**src/rtl/pkt_crc_pkg.sv**
```systemverilog
package pkt_crc_pkg;
  localparam int          CRC_W    = 32;
  localparam logic [31:0] CRC_POLY = 32'h04C1_1DB7;
  localparam logic [31:0] CRC_INIT = 32'hFFFF_FFFF;

  typedef enum logic {ST_DATA, ST_APPEND} tx_state_t;
endpackage

```
**src/rtl/pkt_crc_engine.sv**
```systemverilog
// Running CRC register: preset on a start word, advanced by one word per update.
module pkt_crc_engine #(
  parameter int DATA_W = 16
) (
  input  logic              clk,
  input  logic              rst,
  input  logic              start,
  input  logic              update,
  input  logic [DATA_W-1:0] data,
  output logic [31:0]       crc_next
);
  import pkt_crc_pkg::*;

  logic [31:0] crc_q;
  logic [31:0] work;
  logic        fb;

  // bit-serial division, most significant bit first
  always_comb begin
    work = start ? CRC_INIT : crc_q;
    fb   = 1'b0;
    for (int i = DATA_W - 1; i >= 0; i--) begin
      fb   = work[31] ^ data[i];
      work = {work[30:0], 1'b0};
      if (fb) work = work ^ CRC_POLY;
    end
    crc_next = work;
  end

  always_ff @(posedge clk) begin
    if (rst)         crc_q <= CRC_INIT;
    else if (update) crc_q <= crc_next;
  end
endmodule

```
**src/rtl/pkt_len_gate.sv**
```systemverilog
// Counts packet words up to the minimum and flags packets that end short.
module pkt_len_gate #(
  parameter int MIN_WORDS = 3
) (
  input  logic clk,
  input  logic rst,
  input  logic start,
  input  logic update,
  output logic is_short
);
  localparam int CNT_W = $clog2(MIN_WORDS + 1);

  logic [CNT_W-1:0] cnt_q, cnt_next;

  always_comb begin
    if (start)                               cnt_next = CNT_W'(1);
    else if (cnt_q >= CNT_W'(MIN_WORDS))     cnt_next = cnt_q;
    else                                     cnt_next = cnt_q + CNT_W'(1);
    is_short = (cnt_next < CNT_W'(MIN_WORDS));
  end

  always_ff @(posedge clk) begin
    if (rst)         cnt_q <= '0;
    else if (update) cnt_q <= cnt_next;
  end
endmodule

```
**src/rtl/pkt_err_inject.sv**
```systemverilog
// Held corruption pattern, per-word XOR and sticky corruption record.
module pkt_err_inject #(
  parameter int DATA_W = 16
) (
  input  logic              clk,
  input  logic              rst,
  input  logic              load_en,
  input  logic [DATA_W-1:0] force_val,
  input  logic              hit,
  input  logic              start,
  input  logic [DATA_W-1:0] data_in,
  output logic [DATA_W-1:0] data_out,
  output logic              sticky
);
  logic [DATA_W-1:0] pat_q;

  assign data_out = hit ? (data_in ^ pat_q) : data_in;

  always_ff @(posedge clk) begin
    if (rst) begin
      pat_q  <= '0;
      sticky <= 1'b0;
    end else begin
      if (load_en) pat_q <= force_val;
      if (start)   sticky <= hit;
      else if (hit) sticky <= 1'b1;
    end
  end
endmodule

```
**src/rtl/pkt_crc_tx.sv**
```systemverilog
module pkt_crc_tx #(
  parameter int DATA_W    = 16,
  parameter int MIN_WORDS = 3
) (
  input  logic              clk,
  input  logic              rst,
  input  logic              in_valid,
  output logic              in_ready,
  input  logic [DATA_W-1:0] in_data,
  input  logic              in_sop,
  input  logic              in_eop,
  input  logic              force_err,
  input  logic [DATA_W-1:0] force_val,
  output logic              out_valid,
  input  logic              out_ready,
  output logic [DATA_W-1:0] out_data,
  output logic              out_sop,
  output logic              out_eop,
  output logic              out_is_crc,
  output logic              out_short,
  output logic              err_injected
);
  import pkt_crc_pkg::*;

  localparam int CRC_BEATS = CRC_W / DATA_W;
  localparam int BEAT_W    = $clog2(CRC_BEATS + 1);

  tx_state_t         st_q;
  logic              in_pkt_q;
  logic [CRC_W-1:0]  crc_sh_q;
  logic [BEAT_W-1:0] beats_q;

  logic              load, accept, window, start, upd, hit, is_short, load_pat;
  logic [31:0]       crc_next;
  logic [DATA_W-1:0] tx_word;

  assign load     = !out_valid || out_ready;
  assign in_ready = load && (st_q == ST_DATA);
  assign accept   = in_valid && in_ready;
  assign window   = in_sop || in_pkt_q;
  assign start    = accept && in_sop;
  assign upd      = accept && window;
  assign hit      = upd && force_err;
  assign load_pat = !in_pkt_q && (st_q == ST_DATA) && !start;

  pkt_crc_engine #(.DATA_W(DATA_W)) u_crc (
    .clk(clk), .rst(rst), .start(start), .update(upd),
    .data(in_data), .crc_next(crc_next)
  );

  pkt_len_gate #(.MIN_WORDS(MIN_WORDS)) u_len (
    .clk(clk), .rst(rst), .start(start), .update(upd), .is_short(is_short)
  );

  pkt_err_inject #(.DATA_W(DATA_W)) u_inj (
    .clk(clk), .rst(rst), .load_en(load_pat), .force_val(force_val),
    .hit(hit), .start(start), .data_in(in_data), .data_out(tx_word),
    .sticky(err_injected)
  );

  always_ff @(posedge clk) begin
    if (rst) begin
      st_q       <= ST_DATA;
      in_pkt_q   <= 1'b0;
      crc_sh_q   <= '0;
      beats_q    <= '0;
      out_valid  <= 1'b0;
      out_data   <= '0;
      out_sop    <= 1'b0;
      out_eop    <= 1'b0;
      out_is_crc <= 1'b0;
      out_short  <= 1'b0;
    end else begin
      if (accept) in_pkt_q <= window && !in_eop;
      if (load) begin
        if (st_q == ST_APPEND) begin
          // CRC words, high part first, end marker on the last
          out_valid  <= 1'b1;
          out_data   <= crc_sh_q[CRC_W-1 -: DATA_W];
          crc_sh_q   <= crc_sh_q << DATA_W;
          beats_q    <= beats_q - BEAT_W'(1);
          out_sop    <= 1'b0;
          out_eop    <= (beats_q == BEAT_W'(1));
          out_is_crc <= 1'b1;
          out_short  <= 1'b0;
          if (beats_q == BEAT_W'(1)) st_q <= ST_DATA;
        end else if (accept) begin
          out_valid  <= 1'b1;
          out_data   <= tx_word;
          out_sop    <= start;
          out_is_crc <= 1'b0;
          out_eop    <= 1'b0;
          out_short  <= 1'b0;
          if (window && in_eop) begin
            if (is_short) begin
              out_eop   <= 1'b1;
              out_short <= 1'b1;
            end else begin
              crc_sh_q <= ~crc_next;
              beats_q  <= BEAT_W'(CRC_BEATS);
              st_q     <= ST_APPEND;
            end
          end
        end else begin
          out_valid <= 1'b0;
        end
      end
    end
  end
endmodule

```
**config.mk**
```make
export PLATFORM = sky130hd
export DESIGN_NAME = pkt_crc_tx
export DESIGN_NICKNAME = d
export VERILOG_FILES = /design/src/rtl/pkt_crc_pkg.sv /design/src/rtl/pkt_crc_engine.sv /design/src/rtl/pkt_len_gate.sv /design/src/rtl/pkt_err_inject.sv /design/src/rtl/pkt_crc_tx.sv
export SDC_FILE = /design/constraint.sdc
export NUM_CORES = 1
export LEC_CHECK = 0
export BUFFER_PORTS_ARGS = -buffer_cell sky130_fd_sc_hd__buf_4
export CAP_MARGIN = 20
export CORE_MARGIN = 5
export CORE_UTILIZATION = 55
export CTS_CLUSTER_SIZE = 40
export DETAILED_ROUTE_END_ITERATION = 8
export HOLD_SLACK_MARGIN = 0.02
export PLACE_DENSITY = 0.75
export SLEW_MARGIN = 40
export SYNTH_ARGS = -nofsm -noshare
export SYNTH_HDL_FRONTEND = slang
export SYNTH_SLANG_ARGS = --single-unit
export TNS_END_PERCENT = 20
```
**constraint.sdc**
```tcl
create_clock -name clk -period 4.01 [get_ports clk]
set_input_delay 0.6015 -clock clk [delete_from_list [all_inputs] [get_ports clk]]
set_output_delay 0.6015 -clock clk [all_outputs]
set_load 0.005 [all_outputs]
```
==> parameters.txt, run 1 <==
Parameter                              Value

Status
  Outcome ... finished clean

Critical path
  Classification of the worst setup path ... reg2reg
  Critical path arrival ... 3490 ps
  Worst setup path startpoint ... u_crc.crc_q[27]$_SDFFE_PP1P_
  Worst-path maximum fanout ... 8
  Startpoint type of the worst setup path ... flop
  Worst EP required ... 4270 ps
  CP Capture Type ... flop
  Beginning of the worst register-to-register path ... u_crc.crc_q[27]$_SDFFE_PP1P_

Finish
  Finished Core Util ... between 60% and 70%
  Antenna Cells ... 0
  Finished layout cell area ... 8004 sq um
  Final cell count without fillers ... 978
  Seq. cell area ... 2162 sq um
  # nets final ... approximately 840
  Area taken by multi-input logic gates ... 4730 sq um
  Share of post-route cells with drive strength above 1 ... 14.76%
  Synth-to-Final Area Change ... 11.08%
  Number of inserted filler cells in the final layout ... 1145

Power and ir drop
  Power per standard cell area ... 1099 nW/um^2
  Switching power of the nets ... 0.003935 W
  Internal Pwr Total ... 0.004865 W
  Comb power frac ... between 70 and 80%
  IR Drop Worst-Case VDD ... 565.0 uV
  Fraction of power consumed by sequential logic ... 15.8%
  Leakage power of the design ... between 3 and 4 nW
  Proportion of total power due to net switching ... 44.72%
  Clock power frac ... 10.6%

Die
  Total Die Area ... approximately 15000 sq um
  Floorplan die height ... 124.5 um
  Ports ... 62
  Cell row count ... slightly above 40
  Initial cell density of the core ... around 57%
  Die Span X ... 124.5 um
  Placeable core area ... about 13000 sq um

Synthesis
  Largest cells by area after synthesis ... sky130_fd_sc_hd__dfxtp_1 30%, sky130_fd_sc_hd__xnor2_1 18%, sky130_fd_sc_hd__xnor3_1 8.1%
  Most common library cells after synthesis ... 146 x sky130_fd_sc_hd__xnor2_1, 119 x sky130_fd_sc_hd__nand2_1, 108 x sky130_fd_sc_hd__dfxtp_1, 60 x sky130_fd_sc_hd__a21oi_1, 43 x sky130_fd_sc_hd__nor2_1
  Most frequent cell after synthesis ... sky130_fd_sc_hd__xnor2_1
  Register bit total from synthesis ... 108
  Avg Synthesized Cell Area ... 9.262 sq um
  Count of flip-flops with a built-in enable after synthesis ... 0
  Proportion of synthesized chip area in sequential cells ... 30.01%
  Synth Net Count ... 818
  Fraction of synthesized cell area taken by the top area cell type ... 30.01%
  Syn Inst Count ... slightly below 800
  Number of distinct library cells after synthesis ... 48
  Largest area contributor in the netlist ... sky130_fd_sc_hd__dfxtp_1
  Async set-or-reset flop fraction in the synthesized netlist ... 0%
  Main flop type after synthesis ... sky130_fd_sc_hd__dfxtp_1
  Yosys warning total ... 0
  Area of the mapped netlist ... 7206 sq um

STA
  Setup TNS ... 0 ps
  Fin. max-slew vios ... 0
  Post-route worst setup slack ... between 700 and 800 ps
  Normalized max-slew margin ... between 40% and 50%
  RSZ-0062 raised after global routing ... false
  Min Tclk post-route ... 3237 ps
  Post-route fraction of the period consumed by the critical path ... between 80% and 90%
  Final Skew ... 10.83 ps
  Highest clock frequency the design can meet ... around 0.31 GHz
  Number of endpoints with negative hold slack in the final report ... 0
  Actual transition at the worst max-transition pin ... ~800 ps
  Count of final setup violators ... 0

Drt
  Number of search-and-repair iterations in the first detailed-routing pass ... 5
  Via count ... between 5000 and 6000
  Drt via density ... between 5 and 6
  Final routed wirelength across all metal layers ... 22110 um
  Detail Route Antenna Nets ... 0
  Routed WL per cell ... between 20 and 25 um
  Detailed Route Iter0 Violations ... approximately 620
  Post-route DRC violation count ... 0

Worst hold path
  Class of the most critical hold timing path ... reg2reg
  Worst Min Path Start ... u_inj.pat_q[14]$_SDFFE_PP0P_

Clock network
  TritonCTS clock tree ... done
  Clock root cell ... sky130_fd_sc_hd__clkbuf_16
  Skew-Pair Late Insertion Delay ... between 300 and 400 ps
  Clk pin slew, worst setup/hold paths ... 80 ps
  CTS Hold Bufs ... 0
  Clock sink count ... roughly 110
  Clock buffer count from CTS ... 9
  Maximum buffer depth of the clock tree ... 2
  Post-CTS Resized ... 0
  Post CTS Setup Buffer Count ... 0
  Maximum level of the CTS H-tree ... 3

Place
  Placed wire-length estimate after detailed placement ... 17050 um
  Port Buffers ... approximately 60
  Final estimated routing congestion in global placement ... 0.9972
  Post-placement setup slack ... 619.3 ps
  Cell count after placement ... 962
  Total cell area at the placement stage ... 7689 sq um

GRT
  Global-route usage over all layers ... 28.39%
  Number of global-route vias before repair ... 5500
  Initial antenna violation count ... 1
  Wire length of the first global-routing pass ... about 34000 um
  Congestion Overflow GR ... 0
  Pin count of the biggest net entering global routing ... 61

Job
  Total of max-cap violations ... 0
-- cell type report --
cell class                 instances  share of cell area (%)
clock inverter                     7                   1.126
multi-input combinational        603                   59.09
sequential                       108                   27.01
inverter                           3                  0.1407
clock buffer                       9                   2.814
tap                              172                   2.689
timing repair buffer              76                   7.128
-- registers in the layout, summed over array words and instances, names as in the netlist --
| signal | count |
|---|---|
| u_inj.pat_q | 16 |
| out_sop | 1 |
| out_eop | 1 |
| u_crc.crc_q | 32 |
| beats_q | 2 |
| st_q | 1 |
| out_short | 1 |
| u_len.cnt_q | 2 |
| in_pkt_q | 1 |
| out_valid | 1 |
| out_data | 16 |
| crc_sh_q | 32 |
| u_inj.sticky | 1 |
| out_is_crc | 1 |
-- placed cells by master, fill, tap and decap left out, types with 9 or more instances in the layout --
master / Yosys / final
sky130_fd_sc_hd__nor2_1: 43 / 43
sky130_fd_sc_hd__o21ai_0: 29 / 28
sky130_fd_sc_hd__o211ai_1: 22 / 22
sky130_fd_sc_hd__clkbuf_16: 0 / 9
sky130_fd_sc_hd__xor3_1: 10 / 10
sky130_fd_sc_hd__xnor3_1: 26 / 26
sky130_fd_sc_hd__a21oi_1: 60 / 60
sky130_fd_sc_hd__nand2_1: 119 / 118
sky130_fd_sc_hd__xnor2_2: 10 / 10
sky130_fd_sc_hd__buf_4: 10 / 76
sky130_fd_sc_hd__o22ai_1: 16 / 16
sky130_fd_sc_hd__a22o_1: 12 / 12
sky130_fd_sc_hd__xnor2_1: 146 / 146
sky130_fd_sc_hd__a31oi_1: 11 / 11
sky130_fd_sc_hd__xor2_1: 36 / 36
sky130_fd_sc_hd__dfxtp_1: 108 / 108
-- critical path: stages, from the launching register on --
cell and delay (ps):
sky130_fd_sc_hd__dfxtp_1 700, sky130_fd_sc_hd__xnor3_1 540, sky130_fd_sc_hd__xnor2_2 280, sky130_fd_sc_hd__xor2_1 210
sky130_fd_sc_hd__nand2_1 90, sky130_fd_sc_hd__xnor2_1 470, sky130_fd_sc_hd__xnor3_1 610, sky130_fd_sc_hd__a22o_1 220
-- power by group through the flow --
| stage | registers, W | logic (W) | clock network (W) |
|---|---|---|---|
| floorplan | 0.00130 | 0.00501 | 0 |
| global placement | 0.00140 | 0.00632 | 0 |
| finish | 0.00139 | 0.00648 | 0.000933 |
| CTS | 0.00138 | 0.00638 | 0.000941 |
| global route | 0.00140 | 0.00676 | 0.000998 |
| detailed placement | 0.00141 | 0.00633 | 0 |
-- layer usage --
metal	global-route usage [%]	wire, um	up-vias
li1	-	-	2645
met1	36.90	9155	2747
met2	45.20	10170	280
met3	6.432	1743	59
met4	12.57	1036	2
met5	0	9	-
-- stage by stage --
stage          hold WS (ps)  power (W)
6_report              461.4   0.008800
5_1_grt               478.5   0.009161
4_1_cts               459.1   0.008703
3_5_place_dp          446.9   0.007733
3_3_place_gp          432.9   0.007717
2_1_floorplan         422.8   0.006310
-- kinds of logic (layout without fill, tap and decap cells) --
| group | Yosys count | in the layout | synth area share (%) |
|---|---|---|---|
| AO/OA/AOI/OAI | 173 | 173 | 14.62 |
| XOR/XNOR | 242 | 242 | 40.30 |
| buffers and inverters | 67 | 95 | 4.462 |
| AND/OR/NAND/NOR | 187 | 187 | 10.44 |
| flip-flops | 108 | 108 | 30.01 |
| adder cells (fa/ha/maj) | 1 | 1 | 0.1736 |
-- path summary, 6_finish.rpt --
check	slack, ps	depth (start not counted)	to
setup / recovery	770	7	crc_sh_q[12]$_SDFFE_PP0P_
hold / removal	460	2	u_inj.pat_q[14]$_SDFFE_PP0P_
setup reg to reg	770	7	crc_sh_q[12]$_SDFFE_PP0P_
hold reg to reg	460	2	u_inj.pat_q[14]$_SDFFE_PP0P_
No activity file was read; power rests on OpenSTA's default activity.
==> run 2, diff against run 1 <==
--- a/config.mk
+++ b/config.mk
@@ -5,6 +5,7 @@
 export SDC_FILE = /design/constraint.sdc
 export NUM_CORES = 1
 export LEC_CHECK = 0
+export ABC_AREA = 1
 export BUFFER_PORTS_ARGS = -buffer_cell sky130_fd_sc_hd__buf_4
 export CAP_MARGIN = 20
 export CORE_MARGIN = 5
@@ -12,7 +13,7 @@
 export CTS_CLUSTER_SIZE = 40
 export DETAILED_ROUTE_END_ITERATION = 8
 export HOLD_SLACK_MARGIN = 0.02
-export PLACE_DENSITY = 0.75
+export PLACE_DENSITY = 0.79
 export SLEW_MARGIN = 40
 export SYNTH_ARGS = -nofsm -noshare
 export SYNTH_HDL_FRONTEND = slang
==> constraint.sdc (replaced) <==
create_clock -name clk -period 2.9 [get_ports clk]
set_input_delay 0.435 -clock clk [delete_from_list [all_inputs] [get_ports clk]]
set_output_delay 0.435 -clock clk [all_outputs]
set_load 0.005 [all_outputs]
==> run 2 against run 1 <==
  * Highest routed layer is now met4
  * Maximum frequency grew 21%
  * Sequential power grew 18%
  * Final cell count grew 34%
  * Flip-flop and latch count is the same
  * Largest power group unchanged
  * Global-route usage shrank 0.46 points
  * Clock skew shrank 3.1 ps
  * Critical path depth grew 8
  * First-iteration DRC count grew 13%
==> parameters.txt, run 2 <==
Parameter                              Value

Status
  Outcome ... finished clean

Synthesis
  Register bit total from synthesis ... 108 (unchanged)
  Largest cells by area after synthesis ... sky130_fd_sc_hd__dfxtp_1 31%, sky130_fd_sc_hd__nand2_1 19%, sky130_fd_sc_hd__xor2_1 8.5%
  Avg Synthesized Cell Area ... 6.427 sq um (-31%)
  Count of flip-flops with a built-in enable after synthesis ... 0 (unchanged)
  Async set-or-reset flop fraction in the synthesized netlist ... 0% (unchanged)
  Yosys warning total ... 0 (unchanged)
  Synth Net Count ... 1114 (+36%)
  Fraction of synthesized cell area taken by the top area cell type ... 31.32% (+1.3 points)
  Most frequent cell after synthesis ... sky130_fd_sc_hd__nand2_1
  Largest area contributor in the netlist ... sky130_fd_sc_hd__dfxtp_1
  Most common library cells after synthesis ... 341 x sky130_fd_sc_hd__nand2_1, 108 x sky130_fd_sc_hd__dfxtp_1, 105 x sky130_fd_sc_hd__nor2_1, 87 x sky130_fd_sc_hd__nand3_1, 85 x sky130_fd_sc_hd__inv_1
  Syn Inst Count ... 1074 (+38%)
  Number of distinct library cells after synthesis ... 33 (-31%)
  Main flop type after synthesis ... sky130_fd_sc_hd__dfxtp_1
  Area of the mapped netlist ... 6903 sq um (-4.2%)
  Proportion of synthesized chip area in sequential cells ... 31.32% (+1.3 points)

Clock network
  Clock root cell ... sky130_fd_sc_hd__clkbuf_16
  Clk pin slew, worst setup/hold paths ... 70 ps (about the same)
  Clock buffer count from CTS ... 9 (unchanged)
  Maximum buffer depth of the clock tree ... 2 (unchanged)
  TritonCTS clock tree ... done
  Maximum level of the CTS H-tree ... 3 (unchanged)
  Clock sink count ... 108 (unchanged)
  Skew-Pair Late Insertion Delay ... 360 ps (about the same)

Finish
  Antenna Cells ... 0 (unchanged)
  Leading cell type in the layout, fill and taps excluded ... sky130_fd_sc_hd__nand2_1
  Synth-to-Final Area Change ... 14.92%
  Registers with the most flip-flops ... crc_sh_q x32, u_crc.crc_q x32
  # nets final ... 1172 (+39%)
  Commonest cells after routing, fill and taps aside ... 340 x sky130_fd_sc_hd__nand2_1, 107 x sky130_fd_sc_hd__dfxtp_1, 103 x sky130_fd_sc_hd__nor2_1
  Share of post-route cells with drive strength above 1 ... 15.83% (+1.1 points)

Drt
  Detail Route Antenna Nets ... 0 (unchanged)
  Routed WL per cell ... 15.75 um (-30%)
  Drt via density ... 5.327 (-9.1%)
  Post-route DRC violation count ... 0 (unchanged)
  Final routed wirelength across all metal layers ... 20620 um (-6.7%)
  Detailed Route Iter0 Violations ... 699 (+13%)
  Via count ... 6973 (+22%)
  Number of search-and-repair iterations in the first detailed-routing pass ... 6 (+1)

Critical path
  Cells traversed along the worst timing path ... nand2_2, nand4_4, buf_4, nand2_1, xor2_1, nand2_1, nand2_1, nand2_1, nand2_2, buf_4, xor2_1, xnor2_1, nand2_1, nand2_1, a21oi_1
  Largest stage delay on the critical path ... 360 ps (-340 ps)
  CP Capture Type ... flop
  Worst setup path endpoint ... crc_sh_q[20]$_SDFFE_PP0P_
  Worst R2R End ... crc_sh_q[20]$_SDFFE_PP0P_
  Startpoint type of the worst setup path ... flop
  Kind of cell with the highest combined delay on the critical path ... simple AND/OR/NAND/NOR gates
  Beginning of the worst register-to-register path ... out_valid$_SDFFE_PP0N_
  Worst setup path startpoint ... out_valid$_SDFFE_PP0N_
  Classification of the worst setup path ... reg2reg
  Slowest cell on crit path ... sky130_fd_sc_hd__dfxtp_1
  Critical path arrival ... 2880 ps (-610 ps)
  Worst EP required ... 3100 ps (-1170 ps)
  Most used cell, CP ... sky130_fd_sc_hd__nand2_1
  Depth of the critical timing path with buffers and inverters included ... 15 (+8)
  Reg2Reg Setup Slack ... 230 ps (-550 ps)
  Worst-path maximum fanout ... 24 (+16)
  Buffers plus inverters on the worst setup path ... 2 (+2)
  Length in cells of the worst reg-to-reg path ... 15 (+8)

GRT
  Initial antenna violation count ... 0 (-1)
  Congestion Overflow GR ... 0 (unchanged)
  Global-route usage over all layers ... 27.93% (-0.46 points)
  Pin count of the biggest net entering global routing ... 75 (+23%)
  Wire length of the first global-routing pass ... 32460 um (-3.4%)
  Number of global-route vias before repair ... 6161 (+12%)

Worst hold path
  Class of the most critical hold timing path ... in2reg

Die
  Placeable core area ... 12470 sq um (-2.0%)
  Ports ... 62 (unchanged)
  Floorplan die height ... 122.0 um (-2.0%)
  Initial cell density of the core ... 55.37% (-1.3 points)
  Die Span X ... 122.0 um (-2.0%)
  Total Die Area ... 14890 sq um (-3.9%)
  Cell row count ... 41 (unchanged)

STA
  Post-route fraction of the period consumed by the critical path ... 92.19% (+11 points)
  Actual transition at the worst max-transition pin ... 850.0 ps (+72.63 ps)
  Min Tclk post-route ... 2673 ps (-563.4 ps)
  RSZ-0062 raised after global routing ... false
  Number of endpoints with negative hold slack in the final report ... 0 (unchanged)
  Setup TNS ... 0 ps (unchanged)
  Normalized max-slew margin ... 43.33% (-4.7 points)
  Count of final setup violators ... 0 (unchanged)
  Fin. max-slew vios ... 0 (unchanged)
  Final Skew ... 7.697 ps (-3.135 ps)
  Highest clock frequency the design can meet ... 0.3741 GHz (+21%)
  Post-route worst setup slack ... 226.6 ps (-546.6 ps)

Place
  Placed wire-length estimate after detailed placement ... 15430 um (-9.5%)
  Post-placement setup slack ... 13.96 ps (-605.3 ps)
  Port Buffers ... 61 (unchanged)
  Final estimated routing congestion in global placement ... 1.011 (+1.4%)

Power and ir drop
  Leakage power of the design ... 4.042 nW (+19%)
  IR Drop Worst-Case VDD ... 463.9 uV (-18%)
  Power per standard cell area ... 717.2 nW/um^2 (-35%)

Job
  Total of max-cap violations ... 0 (unchanged)
-- run 2: power breakdown --
group	switching [W]	total, W	internal [W]
Clock	0.000606	0.00129	0.000686
Combinational	0.00184	0.00275	0.000911
Sequential	0.0000503	0.00164	0.00159
Total	0.00250	0.00569	0.00319
-- run 2: metrics by stage --
| step | cell area, sq um | cells | util (%) | hold slack, ps | power (W) |
|---|---|---|---|---|---|
| global route | 7933 | 1309 | 63.64 | 288.5 | 0.006043 |
| finish | 7933 | 1309 | 63.64 | 276.3 | 0.005689 |
| global placement | 7609 | 1293 | 61.04 | 453.9 | 0.004326 |
| detailed placement | 7609 | 1293 | 61.04 | 455.7 | 0.004352 |
| CTS | 7916 | 1309 | 63.51 | 267.5 | 0.005648 |
| floorplan | 6903 | 1074 | - | 432.2 | 0.003611 |
-- run 2: how the worst min path moves through the flow --
stage	slack, ps	cells past startpoint	start	end
after floorplan	430	1	beats_q[0]$_SDFFE_PP0P_	beats_q[0]$_SDFFE_PP0P_
after global placement	450	2	crc_sh_q[6]$_SDFFE_PP0P_	crc_sh_q[6]$_SDFFE_PP0P_
after detailed placement	460	2	crc_sh_q[6]$_SDFFE_PP0P_	crc_sh_q[6]$_SDFFE_PP0P_
after CTS	270	2	in_eop	in_pkt_q$_SDFFE_PP0P_
after global routing	290	2	in_eop	in_pkt_q$_SDFFE_PP0P_
final	280	2	in_eop	in_pkt_q$_SDFFE_PP0P_
-- run 2: cells by family after synthesis --
group	Yosys count	share of synthesized area (%)
buf+inv	141	8.374
compound gates	150	11.58
flops	108	31.32
fa+ha+maj	1	0.1812
xor+xnor	77	10.37
simple gates	597	38.17
-- run 2: cell type report --
cell class	count	area, sq um
Clock buffer	9	225.2
Multi-Input combinational cell	825	4187
Sequential cell	108	2163
Inverter	99	379.1
Fill cell	1144	4533
Tap cell	172	215.2
Clock inverter	7	82.58
Timing Repair Buffer	89	680.7
-- run 2: repair_timing --
action,4_1_cts,5_1_grt
resized for setup,0,3
setup endpoints to repair,0,6
hold buffers,0,0
buffers inserted,0,0
-- run 2: worst register-to-register path, stage by stage, from the launching register on --
cell	delay, ps
sky130_fd_sc_hd__dfxtp_1	360
sky130_fd_sc_hd__nand2_2	90
sky130_fd_sc_hd__nand4_4	120
sky130_fd_sc_hd__buf_4	330
sky130_fd_sc_hd__nand2_1	210
sky130_fd_sc_hd__xor2_1	200
sky130_fd_sc_hd__nand2_1	80
sky130_fd_sc_hd__nand2_1	50
sky130_fd_sc_hd__nand2_1	60
sky130_fd_sc_hd__nand2_2	90
sky130_fd_sc_hd__buf_4	170
sky130_fd_sc_hd__xor2_1	170
sky130_fd_sc_hd__xnor2_1	340
sky130_fd_sc_hd__nand2_1	100
sky130_fd_sc_hd__nand2_1	80
sky130_fd_sc_hd__a21oi_1	60
-- run 2: layer usage --
layer,global-route usage (%),up-vias,wire [um]
met1,37.87,3178,8992
met2,44.99,256,9599
met4,10.01,0,696
met3,4.550,42,1334
met5,0,-,0
li1,-,3497,-
==> run 3, diff against run 2 <==
--- a/config.mk
+++ b/config.mk
@@ -6,7 +6,7 @@
 export NUM_CORES = 1
 export LEC_CHECK = 0
 export ABC_AREA = 1
-export BUFFER_PORTS_ARGS = -buffer_cell sky130_fd_sc_hd__buf_4
+export BUFFER_PORTS_ARGS = -buffer_cell sky130_fd_sc_hd__buf_2
 export CAP_MARGIN = 20
 export CORE_MARGIN = 5
 export CORE_UTILIZATION = 55
==> run 3 against run 2 <==
  * Wire length rose by 1.2%
  * Clock-buffer cell count grew 1
  * Worst hold slack improved by 1.7 ps
  * Clock power barely moved
  * Final cell count grew 1.2%
  * Combinational power increased by 3%
  * Power increased by 1.6%
  * Register-to-register slack worse by 30 ps
  * Largest power group unchanged
  * Sequential share of layout area increased by 0.065 points
  * Sequential power about the same
==> parameters.txt, run 3 (synthesis gave the netlist of run 2 again) <==
Parameter                              Value

Clock network
  Maximum level of the CTS H-tree ... 3 (unchanged)
  Clock sink count ... 108 (unchanged)
  Maximum buffer depth of the clock tree ... 2 (unchanged)
  CTS Hold Bufs ... 0 (unchanged)
  Clock buffer count from CTS ... 9 (unchanged)
  TritonCTS clock tree ... done
  Skew-Pair Late Insertion Delay ... 360 ps (about the same)
  Clk pin slew, worst setup/hold paths ... 80 ps (about the same)
  Clock root cell ... sky130_fd_sc_hd__clkbuf_16

Finish
  Synth-to-Final Area Change ... 14.65%
  Finished layout cell area ... 7914 sq um (-0.24%)
  Leading cell type in the layout, fill and taps excluded ... sky130_fd_sc_hd__nand2_1
  Share of post-route cells with drive strength above 1 ... 16.83% (+0.99 points)
  Seq. cell area ... 2163 sq um (unchanged)
  Finished Core Util ... 63.48% (-0.15 points)
  Number of inserted filler cells in the final layout ... 1223 (+6.9%)
  Registers with the most flip-flops ... crc_sh_q x32, u_crc.crc_q x32
  Antenna Cells ... 0 (unchanged)
  # nets final ... 1188 (+1.4%)
  Area taken by multi-input logic gates ... 4177 sq um (-0.24%)
  Commonest cells after routing, fill and taps aside ... 341 x sky130_fd_sc_hd__nand2_1, 107 x sky130_fd_sc_hd__dfxtp_1, 103 x sky130_fd_sc_hd__nor2_1

Die
  Ports ... 62 (unchanged)
  Total Die Area ... 14890 sq um (unchanged)
  Initial cell density of the core ... 55.37% (unchanged)
  Placeable core area ... 12470 sq um (unchanged)
  Die Span X ... 122.0 um (unchanged)
  Cell row count ... 41 (unchanged)
  Floorplan die height ... 122.0 um (unchanged)

Critical path
  Worst R2R End ... crc_sh_q[15]$_SDFFE_PP0P_
  Largest stage delay on the critical path ... 390 ps (+30 ps)
  Worst-path maximum fanout ... 31 (+29%)
  Reg2Reg Setup Slack ... 190 ps (-30 ps)
  Startpoint type of the worst setup path ... flop
  Most used cell, CP ... sky130_fd_sc_hd__nand2_1
  Cells traversed along the worst timing path ... inv_8, nand4_4, buf_12, nand2_1, nand2_1, nand2_1, nand2_2, inv_2, nor2_4, nand2_1, nand2_2, xor2_1, xor2_1, inv_1, nand2_1, nand2_1, nand2_1, a21oi_1
  Length in cells of the worst reg-to-reg path ... 18 (+3)
  Worst EP required ... 3140 ps (+40 ps)
  Worst setup path endpoint ... crc_sh_q[15]$_SDFFE_PP0P_
  Classification of the worst setup path ... reg2reg
  CP Capture Type ... flop
  Worst setup path startpoint ... st_q$_SDFFE_PP0N_
  Critical path arrival ... 2950 ps (+70 ps)
  Beginning of the worst register-to-register path ... st_q$_SDFFE_PP0N_
  Slowest cell on crit path ... sky130_fd_sc_hd__dfxtp_2

GRT
  Congestion Overflow GR ... 0 (unchanged)
  Met1 Usage GRT ... 38.31% (+0.44 points)
  Pin count of the biggest net entering global routing ... 75 (unchanged)
  Initial antenna violation count ... 0 (unchanged)
  Number of global-route vias before repair ... 6367 (+3.3%)
  Global-route usage over all layers ... 28.24% (+0.31 points)
  Met3 global-route usage ... 6.453% (+1.9 points)
  Met2 usage in global routing ... 43.13% (-1.9 points)
  Wire length of the first global-routing pass ... 32610 um (+0.45%)
  Top Usage Layer GRT ... met2

Job
  Total of max-cap violations ... 0 (unchanged)

Place
  Total cell area at the placement stage ... 7581 sq um (-0.36%)
  Post-placement setup slack ... 3.967 ps (-9.990 ps)
  Port Buffers ... 61 (unchanged)
  Placed wire-length estimate after detailed placement ... 15810 um (+2.5%)
  Final estimated routing congestion in global placement ... 1.022 (+1.0%)

STA
  Final Skew ... 8.239 ps (+0.5415 ps)
  Highest clock frequency the design can meet ... 0.3692 GHz (-1.3%)
  Minimum hold slack ... 278.1 ps (+1.737 ps)
  Setup TNS ... 0 ps (unchanged)
  Actual transition at the worst max-transition pin ... 544.0 ps (-306.1 ps)
  Min Tclk post-route ... 2708 ps (+34.85 ps)
  Normalized max-slew margin ... 63.70% (+20 points)
  RSZ-0062 raised after global routing ... false
  Fin. max-slew vios ... 0 (unchanged)
  Post-route worst setup slack ... 191.7 ps (-34.85 ps)
  Number of endpoints with negative hold slack in the final report ... 0 (unchanged)
  Post-route fraction of the period consumed by the critical path ... 93.39% (+1.2 points)
  Count of final setup violators ... 0 (unchanged)

Worst hold path
  Class of the most critical hold timing path ... in2reg

Power and ir drop
  Internal Pwr Total ... 0.003247 W (+1.7%)
  Proportion of total power due to net switching ... 43.84% (-0.062 points)
  Leakage power of the design ... 4.085 nW (+1.1%)
  Fraction of power consumed by sequential logic ... 28.4% (-0.5 points)
  Comb power frac ... 49.0% (+0.6 points)
  IR Drop Worst-Case VDD ... 577.1 uV (+24%)
  Power per standard cell area ... 730.5 nW/um^2 (+1.9%)
  Switching power of the nets ... 0.002534 W (+1.5%)
  Clock power frac ... 22.6% (about the same)

Drt
  Post-route DRC violation count ... 0 (unchanged)
  Number of search-and-repair iterations in the first detailed-routing pass ... 6 (unchanged)
  Detail Route Antenna Nets ... 0 (unchanged)
  Via count ... 7113 (+2.0%)
  Routed WL per cell ... 15.75 um (about the same)
  Detailed Route Iter0 Violations ... 654 (-6.4%)
  Final routed wirelength across all metal layers ... 20870 um (+1.2%)
  Drt via density ... 5.368 (+0.78%)

Status
  Outcome ... finished clean
run 3: layer usage:
| layer | vias up | wire length, um |
|---|---|---|
| met4 | 0 | 918 |
| met1 | 3243 | 9163 |
| met5 | - | 0 |
| met3 | 54 | 1567 |
| li1 | 3533 | - |
| met2 | 283 | 9224 |
run 3: critical path, delay by kind of cell (launching register included):
| family | cells | cell delay [ps] |
|---|---|---|
| buffers and inverters | 4 | 370 |
| XOR/XNOR | 2 | 500 |
| AO/OA/AOI/OAI | 1 | 60 |
| flip-flops | 1 | 390 |
| AND/OR/NAND/NOR | 11 | 1250 |
run 3: power groups by stage:
stage | registers [W] | logic (W) | clock network, W
detailed placement | 0.00168 | 0.00276 | 0
global placement | 0.00167 | 0.00274 | 0
CTS | 0.00164 | 0.00277 | 0.00132
floorplan | 0.00167 | 0.00194 | 0
finish | 0.00164 | 0.00283 | 0.00130
global route | 0.00165 | 0.00314 | 0.00137
run 3: cell type report:
type / instances / area share (%)
clock buffers: 10 / 2.893
clock inverters: 6 / 0.9802
inverters: 99 / 4.791
multi-input cells: 825 / 52.77
flip-flops and latches: 108 / 27.34
well taps: 172 / 2.719
repair buffers: 105 / 8.506
run 3: how the worst min path moves through the flow:
| stage | depth (start not counted) | to | startpoint | slack [ps] |
|---|---|---|---|---|
| after global placement | 2 | out_sop$_SDFFE_PP0P_ | out_sop$_SDFFE_PP0P_ | 450 |
| after global routing | 2 | in_pkt_q$_SDFFE_PP0P_ | in_eop | 290 |
| after detailed placement | 2 | out_data[6]$_SDFFE_PP0P_ | out_data[6]$_SDFFE_PP0P_ | 460 |
| after floorplan | 1 | beats_q[0]$_SDFFE_PP0P_ | beats_q[0]$_SDFFE_PP0P_ | 430 |
| final | 2 | in_pkt_q$_SDFFE_PP0P_ | in_eop | 280 |
| after CTS | 2 | in_pkt_q$_SDFFE_PP0P_ | in_eop | 280 |
run 3: timing repair:
| action | 4_1_cts | 5_1_grt |
|---|---|---|
| buffers inserted | 0 | 0 |
| gates resized for setup | 0 | 1 |
| endpoints found under the setup margin | 0 | 6 |
run 3: through the flow:
stage,cells,total power (W)
after detailed placement,1308,0.004438
after global placement,1308,0.004418
after global routing,1325,0.006165
after floorplan,1074,0.003611
after CTS,1324,0.005735
final,1325,0.005781
